**src/rtl/acia_pkg.sv**
```systemverilog
package acia_pkg;
  localparam int DW = 8;
  localparam int AW = 2;

  typedef enum logic [AW-1:0] {
    REG_DATA = 2'd0,
    REG_STAT = 2'd1,
    REG_CMD  = 2'd2,
    REG_CTL  = 2'd3
  } reg_sel_e;

  typedef struct packed {
    logic [2:0] par;
    logic       echo;
    logic [1:0] txc;
    logic       rx_irq_off;
    logic       master;
  } cmd_t;

  typedef struct packed {
    logic       stop;
    logic [1:0] wlen;
    logic       clk_int;
    logic [3:0] rate;
  } ctl_t;

  localparam logic [1:0] TXC_RTS_HI = 2'b00;
  localparam logic [1:0] TXC_IRQ_ON = 2'b01;
  localparam int SOFT_KEEP = 5; // command bits at and above survive programmed reset
endpackage

```
**src/rtl/acia_sync.sv**
```systemverilog
module acia_sync #(
  parameter int          W       = 3,
  parameter int          STAGES  = 2,
  parameter logic [W-1:0] RST_VAL = '1
) (
  input  logic         clk_i,
  input  logic         rst_ni,
  input  logic [W-1:0] d_i,
  output logic [W-1:0] q_o
);
  logic [STAGES-1:0][W-1:0] stg_q;

  always_ff @(posedge clk_i or negedge rst_ni) begin
    if (!rst_ni) begin
      for (int s = 0; s < STAGES; s++) stg_q[s] <= RST_VAL;
    end else begin
      stg_q[0] <= d_i;
      for (int s = 1; s < STAGES; s++) stg_q[s] <= stg_q[s-1];
    end
  end

  assign q_o = stg_q[STAGES-1];
endmodule

```
**src/rtl/acia_cfg_regs.sv**
```systemverilog
module acia_cfg_regs
  import acia_pkg::*;
(
  input  logic          clk_i,
  input  logic          rst_ni,
  input  logic          cmd_we_i,
  input  logic          ctl_we_i,
  input  logic          soft_rst_i,
  input  logic [DW-1:0] wdata_i,
  output cmd_t          cmd_o,
  output ctl_t          ctl_o
);
  logic [DW-1:0] cmd_q, ctl_q;

  always_ff @(posedge clk_i or negedge rst_ni) begin
    if (!rst_ni) begin
      cmd_q <= '0;
      ctl_q <= '0;
    end else begin
      if (soft_rst_i)    cmd_q <= {cmd_q[DW-1:SOFT_KEEP], {SOFT_KEEP{1'b0}}};
      else if (cmd_we_i) cmd_q <= wdata_i;
      if (ctl_we_i)      ctl_q <= wdata_i;
    end
  end

  assign cmd_o = cmd_t'(cmd_q);
  assign ctl_o = ctl_t'(ctl_q);
endmodule

```
**src/rtl/acia_rx_hold.sv**
```systemverilog
module acia_rx_hold
  import acia_pkg::*;
(
  input  logic          clk_i,
  input  logic          rst_ni,
  input  logic          en_i,
  input  logic          soft_rst_i,
  input  logic          rd_data_i,
  input  logic          rx_valid_i,
  input  logic [DW-1:0] rx_data_i,
  input  logic          rx_fe_i,
  input  logic          rx_pe_i,
  output logic          rx_ready_o,
  output logic [DW-1:0] data_o,
  output logic          full_o,
  output logic          ovr_o,
  output logic          fe_o,
  output logic          pe_o
);
  logic accept;
  assign rx_ready_o = en_i;
  assign accept     = rx_valid_i & en_i;

  always_ff @(posedge clk_i or negedge rst_ni) begin
    if (!rst_ni) begin
      data_o <= '0;
      full_o <= 1'b0;
      ovr_o  <= 1'b0;
      fe_o   <= 1'b0;
      pe_o   <= 1'b0;
    end else if (accept) begin
      data_o <= rx_data_i;
      fe_o   <= rx_fe_i;
      pe_o   <= rx_pe_i;
      ovr_o  <= full_o & ~rd_data_i; // byte still unread is lost
      full_o <= 1'b1;
    end else begin
      if (rd_data_i)  full_o <= 1'b0;
      if (soft_rst_i) ovr_o  <= 1'b0;
    end
  end
endmodule

```
**src/rtl/acia_irq_ctl.sv**
```systemverilog
module acia_irq_ctl (
  input  logic       clk_i,
  input  logic       rst_ni,
  input  logic       master_i,
  input  logic       rx_src_i,
  input  logic       tx_src_i,
  input  logic [1:0] lines_i,
  input  logic       clr_i,
  output logic       flag_o,
  output logic       irq_no
);
  logic [1:0] lines_q;
  logic       chg, pend_q, src_any, irq_q;

  assign chg     = |(lines_i ^ lines_q);
  assign src_any = master_i & (rx_src_i | tx_src_i | pend_q);

  always_ff @(posedge clk_i or negedge rst_ni) begin
    if (!rst_ni) begin
      lines_q <= '1;
      pend_q  <= 1'b0;
      flag_o  <= 1'b0;
      irq_q   <= 1'b0;
    end else begin
      lines_q <= lines_i;
      if (chg & master_i) pend_q <= 1'b1;
      else if (clr_i)     pend_q <= 1'b0;
      flag_o <= clr_i ? 1'b0 : (flag_o | src_any);
      irq_q  <= src_any;
    end
  end

  assign irq_no = ~irq_q;
endmodule

```
**src/rtl/acia_core.sv**
```systemverilog
module acia_core
  import acia_pkg::*;
#(
  parameter int SYNC_STAGES = 2
) (
  input  logic          clk_i,
  input  logic          rst_ni,
  input  logic          cs_i,
  input  logic          we_i,
  input  logic          re_i,
  input  logic [AW-1:0] addr_i,
  input  logic [DW-1:0] wdata_i,
  output logic [DW-1:0] rdata_o,
  output logic          irq_no,
  output logic          dtr_no,
  output logic          rts_no,
  input  logic          dcd_ni,
  input  logic          dsr_ni,
  input  logic          cts_ni,
  input  logic          rx_valid_i,
  input  logic [DW-1:0] rx_data_i,
  input  logic          rx_frame_err_i,
  input  logic          rx_par_err_i,
  output logic          rx_ready_o,
  output logic          tx_valid_o,
  output logic [DW-1:0] tx_data_o,
  input  logic          tx_ready_i,
  output logic [2:0]    par_mode_o,
  output logic          echo_o,
  output logic          stop_sel_o,
  output logic [1:0]    word_len_o,
  output logic          clk_int_o,
  output logic [3:0]    rate_sel_o
);
  reg_sel_e sel;
  logic     wr, rd, soft_rst, rd_data, rd_stat;
  cmd_t     cmd;
  ctl_t     ctl;
  logic [2:0] modem_s;
  logic     dcd_s, dsr_s, cts_s;
  logic     rx_full, rx_ovr, rx_fe, rx_pe;
  logic [DW-1:0] rx_byte;
  logic     tx_empty_q, tdre, irq_flag;

  assign sel      = reg_sel_e'(addr_i);
  assign wr       = cs_i & we_i;
  assign rd       = cs_i & re_i & ~we_i;
  assign soft_rst = wr & (sel == REG_STAT);
  assign rd_data  = rd & (sel == REG_DATA);
  assign rd_stat  = rd & (sel == REG_STAT);

  acia_sync #(.W(3), .STAGES(SYNC_STAGES), .RST_VAL(3'b111)) u_sync (
    .clk_i (clk_i),
    .rst_ni(rst_ni),
    .d_i   ({cts_ni, dsr_ni, dcd_ni}),
    .q_o   (modem_s)
  );
  assign {cts_s, dsr_s, dcd_s} = modem_s;

  acia_cfg_regs u_cfg (
    .clk_i     (clk_i),
    .rst_ni    (rst_ni),
    .cmd_we_i  (wr & (sel == REG_CMD)),
    .ctl_we_i  (wr & (sel == REG_CTL)),
    .soft_rst_i(soft_rst),
    .wdata_i   (wdata_i),
    .cmd_o     (cmd),
    .ctl_o     (ctl)
  );

  acia_rx_hold u_rx (
    .clk_i     (clk_i),
    .rst_ni    (rst_ni),
    .en_i      (cmd.master),
    .soft_rst_i(soft_rst),
    .rd_data_i (rd_data),
    .rx_valid_i(rx_valid_i),
    .rx_data_i (rx_data_i),
    .rx_fe_i   (rx_frame_err_i),
    .rx_pe_i   (rx_par_err_i),
    .rx_ready_o(rx_ready_o),
    .data_o    (rx_byte),
    .full_o    (rx_full),
    .ovr_o     (rx_ovr),
    .fe_o      (rx_fe),
    .pe_o      (rx_pe)
  );

  // transmit holding register
  always_ff @(posedge clk_i or negedge rst_ni) begin
    if (!rst_ni) begin
      tx_empty_q <= 1'b1;
      tx_data_o  <= '0;
    end else if (wr && sel == REG_DATA) begin
      tx_empty_q <= 1'b0;
      tx_data_o  <= wdata_i;
    end else if (tx_valid_o && tx_ready_i) begin
      tx_empty_q <= 1'b1;
    end
  end

  assign tx_valid_o = ~tx_empty_q & ~cts_s;
  assign tdre       = tx_empty_q & ~cts_s;

  acia_irq_ctl u_irq (
    .clk_i   (clk_i),
    .rst_ni  (rst_ni),
    .master_i(cmd.master),
    .rx_src_i(~cmd.rx_irq_off & rx_full),
    .tx_src_i((cmd.txc == TXC_IRQ_ON) & tdre),
    .lines_i ({dcd_s, dsr_s}),
    .clr_i   (rd_stat | soft_rst),
    .flag_o  (irq_flag),
    .irq_no  (irq_no)
  );

  always_comb begin
    unique case (sel)
      REG_DATA: rdata_o = rx_byte;
      REG_STAT: rdata_o = {irq_flag, dcd_s, dsr_s, tdre, rx_full, rx_ovr, rx_fe, rx_pe};
      REG_CMD:  rdata_o = cmd;
      default:  rdata_o = ctl;
    endcase
  end

  assign dtr_no     = ~cmd.master;
  assign rts_no     = (cmd.txc == TXC_RTS_HI);
  assign par_mode_o = cmd.par;
  assign echo_o     = cmd.echo;
  assign stop_sel_o = ctl.stop;
  assign word_len_o = ctl.wlen;
  assign clk_int_o  = ctl.clk_int;
  assign rate_sel_o = ctl.rate;
endmodule

```
**config.mk**
```make
export PLATFORM = sky130hd
export DESIGN_NAME = acia_core
export DESIGN_NICKNAME = d
export VERILOG_FILES = /design/src/rtl/acia_pkg.sv /design/src/rtl/acia_sync.sv /design/src/rtl/acia_cfg_regs.sv /design/src/rtl/acia_rx_hold.sv /design/src/rtl/acia_irq_ctl.sv /design/src/rtl/acia_core.sv
export SDC_FILE = /design/constraint.sdc
export NUM_CORES = 1
export LEC_CHECK = 0
export BUFFER_PORTS_ARGS = -buffer_cell sky130_fd_sc_hd__buf_2
export CAP_MARGIN = 20
export CORE_UTILIZATION = 46
export DETAILED_ROUTE_END_ITERATION = 10
export PLACE_DENSITY = 0.81
export SLEW_MARGIN = 30
export SYNTH_ARGS = -nofsm -noshare
export SYNTH_HDL_FRONTEND = slang
export SYNTH_SLANG_ARGS = --single-unit
```
**constraint.sdc**
```tcl
create_clock -name clk_i -period 1.1 [get_ports clk_i]
set_input_delay 0.055 -clock clk_i [delete_from_list [all_inputs] [get_ports clk_i]]
set_output_delay 0.055 -clock clk_i [all_outputs]
set_load 0.02 [all_outputs]
```
# Yosys cells after proc, flatten, opt, wreduce, memory -nomap -nowiden
# Cells that the tools add are included.
word_totals:
  latch_bits: 0
  input_bits: 30
  rom_bits: 0
  mem_count: 0
  ram_bits: 0
  wordCells: 72
  regBits: 48
classes:
  div_mod_pow: 0
  mux: 12
  n_reduce_logical: 11
  order_cmp: 0
  shift: 0
  n_mul: 0
  n_bitwise: 29
  eq_ne: 4
  add_sub_neg: 0
op_table:
  columns: ["operator", "n"]
  rows:
  - ["case mux 8 bit (3 select lines)", 1]
  - ["bitwise AND 1 bit", 16]
  - ["2-to-1 mux 5 bit", 2]
  - ["nonzero test 2 bit", 5]
  - ["2-to-1 mux 1 bit", 9]
  - ["inverter 1 bit", 8]
  - ["equality test 2 x 1 -> 1 bit, second input constant", 2]
  - ["equality test 2 bit, second input constant", 2]
  - ["zero test 2 bit", 2]
  - ["OR 1 bit", 4]
  - ["logical AND 1 bit", 2]
  - ["AND reduction 2 bit", 1]
  - ["OR reduction 2 bit", 1]
  - ["bitwise XOR 2 bit", 1]

# Longest topological paths before layout
depth:
  depth_word: 8
  ltp_mapped: 5
  depth_no_buf: 3

# Modules after synthesis
# A second synthesis with hierarchy kept.
hier_totals:
  hier_cells: 140
  area_unflattened_um2: 2149.6
modules_own_cells:
  columns: ["mod", "instances", "area_each_um2", "cells_each"]
  rows:
  - ["acia_core", 1, 661.9, 48]
  - ["acia_cfg_regs", 1, 634.4, 40]
  - ["acia_rx_hold", 1, 494.2, 29]
  - ["acia_sync", 1, 180.2, 9]
  - ["acia_irq_ctl", 1, 178.9, 14]

# Least setup slack after synthesis
# OpenSTA, ideal clock, no wires.
synth_timing:
  path_type: "register to register"
  from: "reg u_cfg.cmd_q[0], in the netlist u_cfg.cmd_o[0]"
  to: "reg u_rx.data_o[3]"
  arrival_time_ns: 1.171
  synth_period_minus_slack_ns: 1.296
  path_stages_with_launch: 4
  setup_slack_ns: -0.196
  n_path_buf: 1
  required_ns: 0.975
  setup_time_ns: 0.125
  cell_sequence: "dfrtp_1 -> nand2_1 -> buf_2 -> mux2_2"
synth_via:
  elab_chain_cells: 1
synth_rtl:
  columns: ["element", "line", "rtl"]
  rows:
  - ["from (decl)", "acia_cfg_regs.sv:13", "logic [DW-1:0] cmd_q, ctl_q;"]
  - ["from (signal assigned)", "acia_cfg_regs.sv:20", "if (soft_rst_i) cmd_q <= {cmd_q[DW-1:SOFT_KEEP], {SOFT_KEEP{1'b0}}};"]
  - ["from (signal assigned)", "acia_cfg_regs.sv:21", "else if (cmd_we_i) cmd_q <= wdata_i;"]
  - ["bitwise AND 1 bit", "acia_rx_hold.sv:22", "assign accept = rx_valid_i & en_i;"]
  - ["to (signal assigned)", "acia_rx_hold.sv:32", "data_o <= rx_data_i;"]
  - ["to (decl)", "acia_rx_hold.sv:14", "output logic [DW-1:0] data_o,"]
# Every way passes these cells.
# A chain may end at the register's enable or synchronous reset.

# Worst setup path after layout
layout_timing:
  from: "reg u_sync.stg_q, in the netlist u_sync.q_o[2]"
  to: "out rdata_o[4]"
layout_via:
  elab_chain_cells: 3
layout_rtl:
  columns: ["element", "line", "rtl"]
  rows:
  - ["from (decl)", "acia_sync.sv:11", "logic [STAGES-1:0][W-1:0] stg_q;"]
  - ["inverter 1 bit", "acia_core.sv:103", "assign tdre = tx_empty_q & ~cts_s;"]
  - ["bitwise AND 1 bit", "acia_core.sv:103", null]
  - ["case mux 8 bit (3 select lines)", "acia_core.sv:118", "unique case (sel)"]
  - ["to (decl)", "acia_core.sv:13", "output logic [DW-1:0] rdata_o,"]
# Every way passes these cells.

==> results.json <==
{
  "status": "finished with violations",
  "failed_checks": "setup timing",
  "tightest_slew_ns": 0.523,
  "clkTransAtPathRegs_ns": 0.08,
  "postLayoutCoreUtil": 0.763,
  "synthSimpleGateAreaFrac": 0.0622,
  "start_util": 0.483,
  "yosys-top-cells-count": "39 x dfrtp_1, 26 x mux2_2, 9 x dfstp_2",
  "slew_viol_final": 0,
  "rsz0062_at_grt": "true",
  "yosysSeqAreaShare": 0.569,
  "max_slew_margin": 0.647,
  "p_per_area_mw_per_mm2": 2000,
  "gp_routability_congestion": 0.790,
  "clk_path_buf_depth": 2,
  "dieArea_mm2": 0.00491,
  "synth.most_common_cell": "dfrtp_1",
  "dpl_cell_area_mm2": 0.00268,
  "cts_tree": "done",
  "grt_max_degree": 49,
  "cp.arrival_ns": 1.52,
  "synth_edf_count": 0,
  "grt_antenna_before_repair": 0,
  "synth-xor-area-share": 0.00822,
  "crit_path_top_delay_cell": "dfstp_2",
  "synthArstFlopShare": 1.00,
  "syn-num-nets": 175,
  "grt_pass1_vias": 1776,
  "wl_per_cell_um": 21.5,
  "dp_cells": 278,
  "startpoint_type": "flip-flop",
  "final_area_mm2": 0.00337,
  "die_height_um": 70.1,
  "peakVddDrop_mv": 1.28,
  "nNetsFinal": 294,
  "synth_top_area_cell": "dfrtp_1",
  "crit_fanout": 2,
  "syn_inst": 145,
  "skew_ns": 0.00851,
  "cp.required_ns": 1.04,
  "worstSetupPathType": "reg2out",
  "drive_above_1_share": 0.679,
  "maxCapViolCount": 0,
  "core_area_mm2": 0.00441,
  "synth-seq-cells": 48,
  "cp_cell_sequence": "nor2b_1 -> mux4_2 -> buf_6",
  "fmax_ghz": 0.636,
  "grt_use_total": 0.245,
  "clk_latency_ns": 0.31,
  "die_w_um": 70.1,
  "p_leak_nw": 1.60,
  "syn_area_mm2": 0.00213,
  "drt_iter0_drc": 139,
  "ys_types": 33,
  "hp-class": "in2reg",
  "first_pass_iters": 6,
  "ios": 63,
  "via_per_inst": 5.57,
  "overflow": 0,
  "diodes": 0,
  "critPathMaxStageDelay_ns": 0.54,
  "fin_crit_ns": 1.57,
  "grt_pass1_wl_mm": 9.11,
  "cts-buffers-inserted": 5,
  "cts_sinks": 48,
  "vias": 1766,
  "rows": 24,
  "finalSetupViolCount": 30,
  "synth_ff_type": "dfrtp_1",
  "port_buffers": 62,
  "netlist.area_leader.share": 0.458,
  "worst_slack_ns": -0.473,
  "synth_compound_area_frac": 0.0669,
  "synthMuxAreaShare": 0.247,
  "fin_cells": 317,
  "synth_adder_area_share": 0,
  "wirelength_mm": 6.83,
  "yosys_warnings": 0,
  "drc": 0,
  "h-tree-depth": 2,
  "ys_top_cells_by_area": "dfrtp_1 46%, mux2_2 14%, dfstp_2 11%, mux4_2 6.3%, buf_4 2.5%",
  "antenna_left": 0,
  "cts-root-buf": "clkbuf_8",
  "cp-end-kind": "output port",
  "synth_top_family_by_area": "multiplexers",
  "hold_violations": 0,
  "area_growth_pct": 58.0,
  "fin_crit_sh": 1.43,
  "hpwl_mm": 3.43,
  "avgSynthCellArea_um2": 14.7
}
[flip-flops by register name, indices dropped and copies added (netlist names), 2 cells and up]
signal         flops
tx_data_o          8
u_cfg.cmd_o        8
u_cfg.ctl_o        8
u_rx.data_o        8
u_sync.q_o         3
u_sync.stg_q       3
u_irq.lines_q      2
[logic make-up after synthesis]
family	count (synthesis)
buffers and inverters	16
AO/OA/AOI/OAI	20
multiplexers	37
XOR/XNOR	2
flip-flops	48
AND/OR/NAND/NOR	22
[critical path: cells and delay by family (launching register included)]
family | cells | cell delay (ns)
buffers and inverters | 1 | 0.15
flip-flops | 1 | 0.54
multiplexers | 1 | 0.48
AND/OR/NAND/NOR | 1 | 0.05
[placed cells by master (no fill, tap or decap), types with 2 or more instances in the layout]
cell type,count
nor2b_1,2
nand3_1,4
o21ai_1,2
nand2_2,3
nand2_1,4
buf_4,30
inv_1,3
nand2_8,2
nor2_1,2
a21oi_1,2
dfrtp_1,38
mux4_2,8
mux2_2,16
xnor2_2,2
buf_6,32
mux2_4,13
dlygate4sd3_1,14
a22o_1,5
o21ai_0,2
dfstp_2,9
clkbuf_8,7
buf_2,44
[power by group]
group / internal [mW] / switching [mW] / total (mW)
Sequential: 2.20 / 0.341 / 2.54
Combinational: 1.59 / 1.24 / 2.83
Clock: 0.802 / 0.584 / 1.39
[what timing repair did]
action / in CTS / in global routing
hold buffers: 14 / 0
endpoints found under the hold margin: 61 / 0
resized for setup: 36 / 44
buffers inserted: 10 / 8
setup endpoints to repair: 16 / 31
pin swaps: 2 / 3
cloned: 1 / 0
[per-layer routing]
layer  vias up  wire, um  GRT usage
met5         -         0          0
met1       873      2540      0.307
met4         0       387      0.131
met3        34       404     0.0476
met2        94      3490      0.403
li1        765         -          -
[metrics by stage]
| stage | worst slack [ns] | power [mW] | TNS, ns | hold WS (ns) |
|---|---|---|---|---|
| final | -0.473 | 6.75 | -5.19 | 0.00836 |
| after global routing | -0.498 | 7.01 | -5.96 | 0.00626 |
| after CTS | -0.457 | 6.20 | -3.36 | 0.00306 |
| after detailed placement | -0.170 | 4.36 | -3.68 | 0.0602 |
| after global placement | -0.150 | 4.30 | -2.91 | 0.0511 |
| after floorplan | -0.0489 | 3.62 | -0.256 | -0.241 |
[final timing paths]
path	from	end	slack, ns	depth (start not counted)
min	wdata_i[7]	u_cfg.cmd_o[7]	0.008	2
min in group asynchronous	rst_ni	u_rx.data_o[3]	0.27	3
max reg2reg	u_cfg.cmd_o[2]	u_irq.flag_o	-0.38	5
min reg2reg	u_sync.stg_q[1]	u_sync.q_o[1]	0.36	0
max	u_sync.q_o[2]	rdata_o[4]	-0.47	3
max in group asynchronous	rst_ni	u_sync.q_o[2]	0.54	3
[area by class of cell]
cell class                      instances  area [um^2]
Multi-Input combinational cell         82          955
Fill cell                             250         1050
Clock inverter                          1         30.0
Tap cell                               52         65.1
Inverter                                5         26.3
Sequential cell                        48         1210
Clock buffer                            7         96.3
Timing Repair Buffer                  122          981
Power figures use the tool's default switching activity.
